[config.mk]
export PLATFORM = sky130hd
export DESIGN_NAME = dac_stream_driver
export DESIGN_NICKNAME = d
export VERILOG_FILES = /design/src/rtl/dac_pkg.sv /design/src/rtl/dac_bclk_gen.sv /design/src/rtl/dac_word_framer.sv /design/src/rtl/dac_hold_timer.sv /design/src/rtl/dac_stream_driver.sv
export SDC_FILE = /design/constraint.sdc
export NUM_CORES = 1
export LEC_CHECK = 0
export BUFFER_PORTS_ARGS = -buffer_cell sky130_fd_sc_hd__buf_2
export CAP_MARGIN = 40
export CORE_UTILIZATION = 37
export CTS_BUF_LIST = sky130_fd_sc_hd__clkbuf_2
export DETAILED_ROUTE_END_ITERATION = 8
export GPL_TIMING_DRIVEN = 0
export HOLD_SLACK_MARGIN = 0.15
export PLACE_DENSITY = 0.54
export SLEW_MARGIN = 25
export SYNTH_ARGS = -nofsm -noshare
export SYNTH_HDL_FRONTEND = slang
export SYNTH_HIERARCHICAL = 1
export SYNTH_SLANG_ARGS = --single-unit
[constraint.sdc]
create_clock -name clk -period 2.1 [get_ports clk]
set_input_delay 0 -clock clk [delete_from_list [all_inputs] [get_ports clk]]
set_output_delay 0 -clock clk [all_outputs]
set_load 0.03 [all_outputs]
[src/rtl/dac_pkg.sv]
// Shared types for the serial DAC stream driver.
// Assumes: channel order on the shared converter is left first, then right.
package dac_pkg;
    typedef enum logic {
        CH_LEFT  = 1'b0,
        CH_RIGHT = 1'b1
    } chan_e;

    localparam int NUM_CH = 2;
endpackage

[src/rtl/dac_bclk_gen.sv]
// Bit-clock generator: divides clk into a bit clock with HALF_DIV cycles low
// followed by HALF_DIV cycles high. It marks the last system cycle of each bit
// slot. Assumes run is held for whole slots and drops only after a slot end.
module dac_bclk_gen #(
    parameter int HALF_DIV = 6
) (
    input  logic clk,
    input  logic rst_n,
    input  logic run,
    output logic bclk,
    output logic slot_end
);
    localparam int PERIOD = 2 * HALF_DIV;
    localparam int PW     = $clog2(PERIOD);

    logic [PW-1:0] phase;
    logic [PW-1:0] phase_nxt;

    // Next phase inside the slot, wrapping at the slot length
    always_comb begin
        phase_nxt = (phase == PW'(PERIOD - 1)) ? '0 : phase + 1'b1;
    end

    assign slot_end = run && (phase == PW'(PERIOD - 1));

    // Phase counter and registered bit clock (high in the second half of a slot)
    always_ff @(posedge clk) begin
        if (!rst_n) begin
            phase <= '0;
            bclk  <= 1'b0;
        end else if (!run) begin
            phase <= '0;
            bclk  <= 1'b0;
        end else begin
            phase <= phase_nxt;
            bclk  <= (phase_nxt >= PW'(HALF_DIV));
        end
    end
endmodule

[src/rtl/dac_word_framer.sv]
// Word framer: takes a stereo pair, shifts the left and then the right word out
// MSB first at slot boundaries, and frames each word with latch enable. LE rises
// as the last bit is presented and falls one full bit period later; a one-cycle
// latch pulse names the channel just latched. Assumes slot_end comes from a
// bit-clock generator that is running while busy is high.
module dac_word_framer
    import dac_pkg::*;
#(
    parameter int DATA_W = 16
) (
    input  logic              clk,
    input  logic              rst_n,
    input  logic              in_valid,
    input  logic [DATA_W-1:0] in_left,
    input  logic [DATA_W-1:0] in_right,
    input  logic              slot_end,
    output logic              in_ready,
    output logic              busy,
    output logic              sdata,
    output logic              le,
    output logic [NUM_CH-1:0] latch_pls
);
    localparam int IDX_W = $clog2(DATA_W);

    logic [DATA_W-1:0] shreg;
    logic [DATA_W-1:0] rbuf;
    logic [IDX_W-1:0]  bit_idx;
    chan_e             ch;

    assign in_ready = !busy;
    assign sdata    = shreg[DATA_W-1];

    // Accept a pair, shift bits at slot ends, frame LE and flag latch points
    always_ff @(posedge clk) begin
        if (!rst_n) begin
            busy      <= 1'b0;
            ch        <= CH_LEFT;
            bit_idx   <= '0;
            shreg     <= '0;
            rbuf      <= '0;
            le        <= 1'b0;
            latch_pls <= '0;
        end else begin
            latch_pls <= '0;
            if (!busy) begin
                if (in_valid) begin
                    busy    <= 1'b1;
                    shreg   <= in_left;
                    rbuf    <= in_right;
                    ch      <= CH_LEFT;
                    bit_idx <= '0;
                end
            end else if (slot_end) begin
                if (bit_idx == IDX_W'(DATA_W - 1)) begin
                    le      <= 1'b0;
                    bit_idx <= '0;
                    if (ch == CH_LEFT) begin
                        latch_pls <= 2'b01;
                        ch        <= CH_RIGHT;
                        shreg     <= rbuf;
                    end else begin
                        latch_pls <= 2'b10;
                        busy      <= 1'b0;
                    end
                end else begin
                    shreg   <= {shreg[DATA_W-2:0], 1'b0};
                    bit_idx <= bit_idx + 1'b1;
                    if (bit_idx == IDX_W'(DATA_W - 2)) begin
                        le <= 1'b1;
                    end
                end
            end
        end
    end
endmodule

[src/rtl/dac_hold_timer.sv]
// Per-channel hold-stage timer: after a latch pulse it waits SETTLE_CYC cycles
// (counted from the cycle of the pulse) and then raises its strobe for HOLD_CYC
// cycles. Assumes SETTLE_CYC >= 2, HOLD_CYC >= 1, and pulses that are further
// apart than SETTLE_CYC + HOLD_CYC.
module dac_hold_timer #(
    parameter int SETTLE_CYC = 150,
    parameter int HOLD_CYC   = 8
) (
    input  logic clk,
    input  logic rst_n,
    input  logic start,
    output logic strobe
);
    localparam int TOTAL = SETTLE_CYC + HOLD_CYC;
    localparam int CW    = $clog2(TOTAL + 1);

    logic [CW-1:0] elapsed;
    logic          active;

    // Count cycles since the latch and open the strobe inside its window
    always_ff @(posedge clk) begin
        if (!rst_n) begin
            elapsed <= '0;
            active  <= 1'b0;
            strobe  <= 1'b0;
        end else if (start) begin
            elapsed <= CW'(1);
            active  <= 1'b1;
            strobe  <= 1'b0;
        end else if (active) begin
            if (elapsed == CW'(TOTAL - 1)) begin
                elapsed <= '0;
                active  <= 1'b0;
                strobe  <= 1'b0;
            end else begin
                elapsed <= elapsed + 1'b1;
                strobe  <= ((elapsed + 1'b1) >= CW'(SETTLE_CYC));
            end
        end
    end
endmodule

[src/rtl/dac_stream_driver.sv]
// Serial audio DAC stream driver: time-shares one serial converter between a
// left and a right channel. It takes stereo pairs on a valid/ready handshake,
// sends each word over bit clock, data and latch enable, and after each latch
// gives a delayed hold-stage strobe for the channel just latched.
// Assumes: HALF_DIV meets the converter's high/low time at the clk rate, and
// SETTLE_CYC + HOLD_CYC is less than one word time (16 * 2 * HALF_DIV).
module dac_stream_driver
    import dac_pkg::*;
#(
    parameter int DATA_W     = 16,
    parameter int HALF_DIV   = 6,
    parameter int SETTLE_CYC = 150,
    parameter int HOLD_CYC   = 8
) (
    input  logic              clk,
    input  logic              rst_n,
    input  logic              in_valid,
    input  logic [DATA_W-1:0] in_left,
    input  logic [DATA_W-1:0] in_right,
    output logic              in_ready,
    output logic              dac_bclk,
    output logic              dac_data,
    output logic              dac_le,
    output logic              hold_left,
    output logic              hold_right
);
    logic              busy;
    logic              slot_end;
    logic [NUM_CH-1:0] latch_pls;
    logic [NUM_CH-1:0] hold_vec;

    dac_bclk_gen #(
        .HALF_DIV (HALF_DIV)
    ) u_bclk (
        .clk      (clk),
        .rst_n    (rst_n),
        .run      (busy),
        .bclk     (dac_bclk),
        .slot_end (slot_end)
    );

    dac_word_framer #(
        .DATA_W (DATA_W)
    ) u_framer (
        .clk       (clk),
        .rst_n     (rst_n),
        .in_valid  (in_valid),
        .in_left   (in_left),
        .in_right  (in_right),
        .slot_end  (slot_end),
        .in_ready  (in_ready),
        .busy      (busy),
        .sdata     (dac_data),
        .le        (dac_le),
        .latch_pls (latch_pls)
    );

    // One hold-stage timer per channel sharing the converter
    for (genvar g = 0; g < NUM_CH; g++) begin : g_hold
        dac_hold_timer #(
            .SETTLE_CYC (SETTLE_CYC),
            .HOLD_CYC   (HOLD_CYC)
        ) u_hold (
            .clk    (clk),
            .rst_n  (rst_n),
            .start  (latch_pls[g]),
            .strobe (hold_vec[g])
        );
    end

    assign hold_left  = hold_vec[CH_LEFT];
    assign hold_right = hold_vec[CH_RIGHT];
endmodule

* Word level (Yosys, flattened, before mapping)
Cells that the tools add are included.
** Cells by class
- $add $sub $neg :: 4
- Magnitude comparators :: 3
- Equal/unequal tests :: 8
- Muxes and demuxes :: 36
- Bitwise operators :: 2
- Reductions and logical operators :: 15
** Operator list (count)
- two-way mux 16 bit :: 5
- two-way mux 1 bit :: 23
- two-way mux 4 bit :: 5
- adder 8 x 1 -> 8 bit, second input constant :: 2
- equality test 8 bit, second input constant :: 2
- greater-or-equal comparator 8 bit, second input constant :: 2
- two-way mux 8 bit :: 2
- equality test 4 bit, second input constant :: 3
- AND reduction 3 bit :: 3
- adder 4 x 1 -> 4 bit, second input constant :: 2
- nonzero test 2 bit :: 4
- AND reduction 2 bit :: 3
- greater-or-equal comparator 4 x 3 -> 1 bit, second input constant :: 1
- != test 2 bit, second input constant :: 2
- AND reduction 4 bit :: 1
- OR reduction 2 bit :: 2
- != test 3 bit, second input constant :: 1
- two-way mux 2 bit :: 1
- inverter 1 bit :: 2
- logical AND 1 bit :: 1
- zero test 1 bit :: 1
** Word-level totals
- Register bits after elaboration :: 66
- Input port bits :: 35
- Output and inout port bits :: 6
- Logic and storage cells :: 85

* Logic depth before layout (Yosys ltp)
- Depth after elaboration :: 4
- Mapped depth :: 8
- Gate-level depth less buffers :: 7

* Hierarchy
The synthesis kept the hierarchy.
** By module, submodules not included
- dac_word_framer :: times used 1, cells each 270, area each 2284.7 um^2, sequential area each 820.8 um^2
- dac_hold_timer :: times used 2, cells each 66, area each 529.3 um^2, sequential area each 200.2 um^2
- dac_bclk_gen :: times used 1, cells each 26, area each 244.0 um^2, sequential area each 100.1 um^2

* Worst setup path before layout
No wires, ideal clock.
- Kind :: register to register
- Start :: reg u_bclk.phase[0]
- End :: reg u_framer.shreg[13]
- Library setup time :: 0.073 ns
- Data arrival time :: 1.610 ns
- Data required time :: 2.027 ns
- Path slack :: 0.417 ns
- Stages on the path, launching flop included :: 9
- Path buffers :: 2
- Clock period less this slack :: 1.683 ns
- Cells stage by stage :: dfxtp_1 -> ha_1 -> nor2b_2 -> and3_2 -> mux2i_4 -> buf_6 -> buf_6 -> nand3_1 -> o211ai_2
** Between the ends
- Word-level cells in the longest chain between the ends :: 4
** RTL lines
- from (decl) :: RTL line dac_bclk_gen.sv:16 : logic [PW-1:0] phase;
- from (signal assigned) :: RTL line dac_bclk_gen.sv:35 : phase <= phase_nxt;
- equality test 4 bit :: RTL line dac_bclk_gen.sv:24 : assign slot_end = run && (phase == PW'(PERIOD - 1));
- logical AND 1 bit :: RTL line dac_bclk_gen.sv:24
- via slot_end :: RTL line dac_stream_driver.sv:28 : logic slot_end;
- != test 2 bit (no line)
- AND reduction 3 bit (no line)
- to (signal assigned) :: RTL line dac_word_framer.sv:48 : shreg <= in_left;
- to (signal assigned) :: RTL line dac_word_framer.sv:60 : shreg <= rbuf;
- to (signal assigned) :: RTL line dac_word_framer.sv:66 : shreg <= {shreg[DATA_W-2:0], 1'b0};
- to (decl) :: RTL line dac_word_framer.sv:25 : logic [DATA_W-1:0] shreg;
The timed path passes the listed nets, and every way through them passes these cells.
A chain may end at the register's enable or synchronous reset.

* Worst setup path in the final report
- Start :: reg u_bclk.phase[0]
- End :: reg u_framer.shreg[6]
The elaborated chain is that of the path after synthesis.

==> summary.md <==
| Metric | Value |
|---|---|
| Status | `finished, final reports clean` |
| Worst Skew | `19.5 ps` |
| Pwr Density | `540 nW/um^2` |
| Fraction of the yosys area taken by sequential cells | `36.8%` |
| Crit path kind | `reg -> reg` |
| Comb power frac | `13.9%` |
| Finish-stage setup viols | `0` |
| Clock period minus final worst setup slack | `1930 ps` |
| DIE HEIGHT | `100 um` |
| Max_cap viols | `0` |
| Die ar. | `10100 sq um` |
| Synth Instances | `428` |
| Worst slew pin tran | `506 ps` |
| Post-Synthesis Cell Area | `3590 sq um` |
| Total global routing track utilization | `19.9%` |
| Worst hold path class | `in -> reg` |
| PnR Total Power | `2.43 mW` |
| Worst-skew pair later-pin latency | `510 ps` |
| Root buffer cell | `clkbuf_2` |
| Asr flop ratio synth | `0%` |
| Core area | `9330 sq um` |
| Vias/cell | `5.22` |
| Die Wd | `100 um` |
| Switching Fraction | `28.4%` |
| Routed WL | `9480 um` |
| Share of layout cells above drive strength 1 | `18.4%` |
| Placed Cells incl. Taps | `597` |
| Number of synthesis warnings | `6` |
| Synth Register Bits | `66` |
| Finished Layout Cells | `657` |
| CP Max Fanout | `10` |
| Synth Net Count | `471` |
| Initial DRT Pass Iterations | `4` |
| Internal power | `1.74 mW` |
| Clk buf depth | `2` |
| Final hold viol count | `0` |
| Ys flop type | `dfxtp_1` |
| Unrepaired setup endpoints after global routing | `false` |
| Metal3 WL | `250 um` |
| Worst vdd ir | `0.397 mV` |
| Initial antenna violation count | `0` |
| Global-route wire length before repair | `15800 um` |
| Worst Path Required | `2550 ps` |
| Port Buffer Count | `40` |
| Reg clk slew, reported paths | `180 ps` |
| Placer Congestion | `0.838` |
| Met2 WL | `4490 um` |
| # DRC | `0` |
| Rows | `35` |
| Synth unique cells | `49` |
| Worst slew margin | `65.8%` |
| Maximum clock rate | `0.517 GHz` |
| Worst Setup End Kind | `flop` |
| Seq pwr share | `54.9%` |
| Layout net count | `566` |
| Final ANT Viol Nets | `0` |
| TritonCTS clock tree | `built` |
| Leak | `1.74 nW` |
| P_sw | `0.689 mW` |
| HPWL after DPL | `6690 um` |
| CTS Sinks | `66` |
| TritonCTS buffer count | `9` |
| CP startpoint kind | `flop` |
| Largest net degree at the start of global routing | `13` |
| ANT cells | `0` |
| DRT met1 WL | `4600 um` |
| Grt ovf | `0` |
| Clock power frac | `31.3%` |
| Vias in the first global route | `3317` |
| Drt wl/cell | `14.4 um` |
| Routed vias | `3428` |
| EDFF count, synth | `0` |
| Setup TNS | `0 ps` |
| DR top layer | `met4` |
| Pins over their slew limit | `0` |
| I/O pin total | `41` |
| Synthesized area per cell | `8.38 sq um` |
| Area Growth Syn to Fin | `25.5%` |
| Tcrit/Tclk final | `92.0%` |
| H-tree depth | `3` |
| Critical path arrival | `2380 ps` |
| 1st-iter DRT viols | `140` |
| Starting density of the core | `38.5%` |
| Post-CTS sizing | `0` |
## cell usage in the layout, fill, tap and decap left out, types with 10 or more instances in the layout
cell type / count
dlygate4sd3_1: 43
o21ai_0: 23
a211oi_1: 16
a21oi_1: 35
a211o_1: 15
clkbuf_1: 11
nand2_1: 53
and4_1: 15
o211ai_2: 10
nand3_1: 23
xor2_1: 13
nor2_1: 27
buf_2: 52
nand4_1: 18
dfxtp_1: 66
## timing repair
action,CTS,global route
hold buffers,43,0
buffers inserted,0,1
hold endpoints to repair,59,0
setup endpoints to repair,0,6
## layout make-up
type	instances	area, sq um
clock buffer	9	45.0
fill	955	4830
inverter	10	37.5
tap	129	161
timing repair buffer	84	638
multi-input combinational	318	2030
sequential	66	1320
clock inverter	7	68.8
buffer	34	203
## per-stage QoR
step                util (%)  setup WS (ps)  area, sq um  hold WS (ps)
floorplan                  -            417         3590           118
global placement        42.3            158         3950           240
detailed placement      42.3            142         3950           248
CTS                     48.2           85.4         4490           193
global route            48.2           31.1         4500           223
finish                  48.2            167         4500           257
## worst max-delay path: stages (launching register included)
cell      delay (ps)
dfxtp_1          390
ha_1             240
nor2b_2          170
and3_2           270
mux2i_4          240
buf_6            190
buf_6            160
nand3_1          110
o211ai_2         100
## power by group through the flow
stage               registers (mW)  clock network (mW)  logic (mW)
CTS                           1.33               0.806       0.335
finish                        1.33               0.760       0.336
detailed placement            1.36                   0       0.273
global placement              1.36                   0       0.269
global route                  1.34               0.854       0.371
floorplan                     1.35                   0       0.180
## state kept, by name, indices dropped and copies added (netlist names)
signal	cells
u_framer/ch	1
g_hold.u_hold/active	2
u_framer/shreg	16
u_framer/bit_idx	4
u_bclk/bclk	1
u_framer/rbuf	16
g_hold.u_hold/elapsed	16
u_bclk/phase	4
u_framer/le	1
u_framer/busy	1
g_hold.u_hold/strobe	2
u_framer/latch_pls	2
## kinds of logic (layout without fill, tap and decap cells)
family,after synthesis,count (layout),share of synthesized area [%]
buf+inv,44,144,6.70
flops,66,66,36.8
fa+ha+maj,8,8,2.79
compound gates,129,129,25.3
simple gates,165,165,24.0
mux,3,3,1.22
xor+xnor,13,13,3.17
## per-layer routing
layer / vias to the layer above / global-route usage (%)
met3: 12 / 2.91
met5: - / 0
met4: 0 / 7.47
li1: 1775 / -
met1: 1584 / 26.0
met2: 57 / 33.3
## synth_stat cells (9+ instances only)
library cell | count | share of area, %
a211oi_1 | 16 | 3.3
and4_1 | 15 | 3.7
clkbuf_1 | 11 | 1.2
nand2_1 | 53 | 5.5
nor2_1 | 27 | 2.8
o211ai_2 | 10 | 3.5
dfxtp_1 | 66 | 37
inv_1 | 9 | 0.94
o21ai_0 | 23 | 3.2
buf_2 | 12 | 1.7
xor2_1 | 13 | 3.2
a211o_1 | 15 | 3.7
nand3_1 | 23 | 3.2
nand4_1 | 18 | 3.1
a21oi_1 | 35 | 4.9
## path summary, 6_finish.rpt
check	from	slack, ps	end	depth (start not counted)
worst min-delay path	in_right[6]	260	u_framer/rbuf[6]$_SDFFE_PN0P_	4
worst max register to register	u_bclk/phase[0]$_SDFF_PN0_	170	u_framer/shreg[6]$_SDFFE_PN0P_	8
worst min register to register	u_framer/rbuf[2]$_SDFFE_PN0P_	470	u_framer/rbuf[2]$_SDFFE_PN0P_	2
worst max-delay path	u_bclk/phase[0]$_SDFF_PN0_	170	u_framer/shreg[6]$_SDFFE_PN0P_	8
No activity file was read; power rests on OpenSTA's default activity.
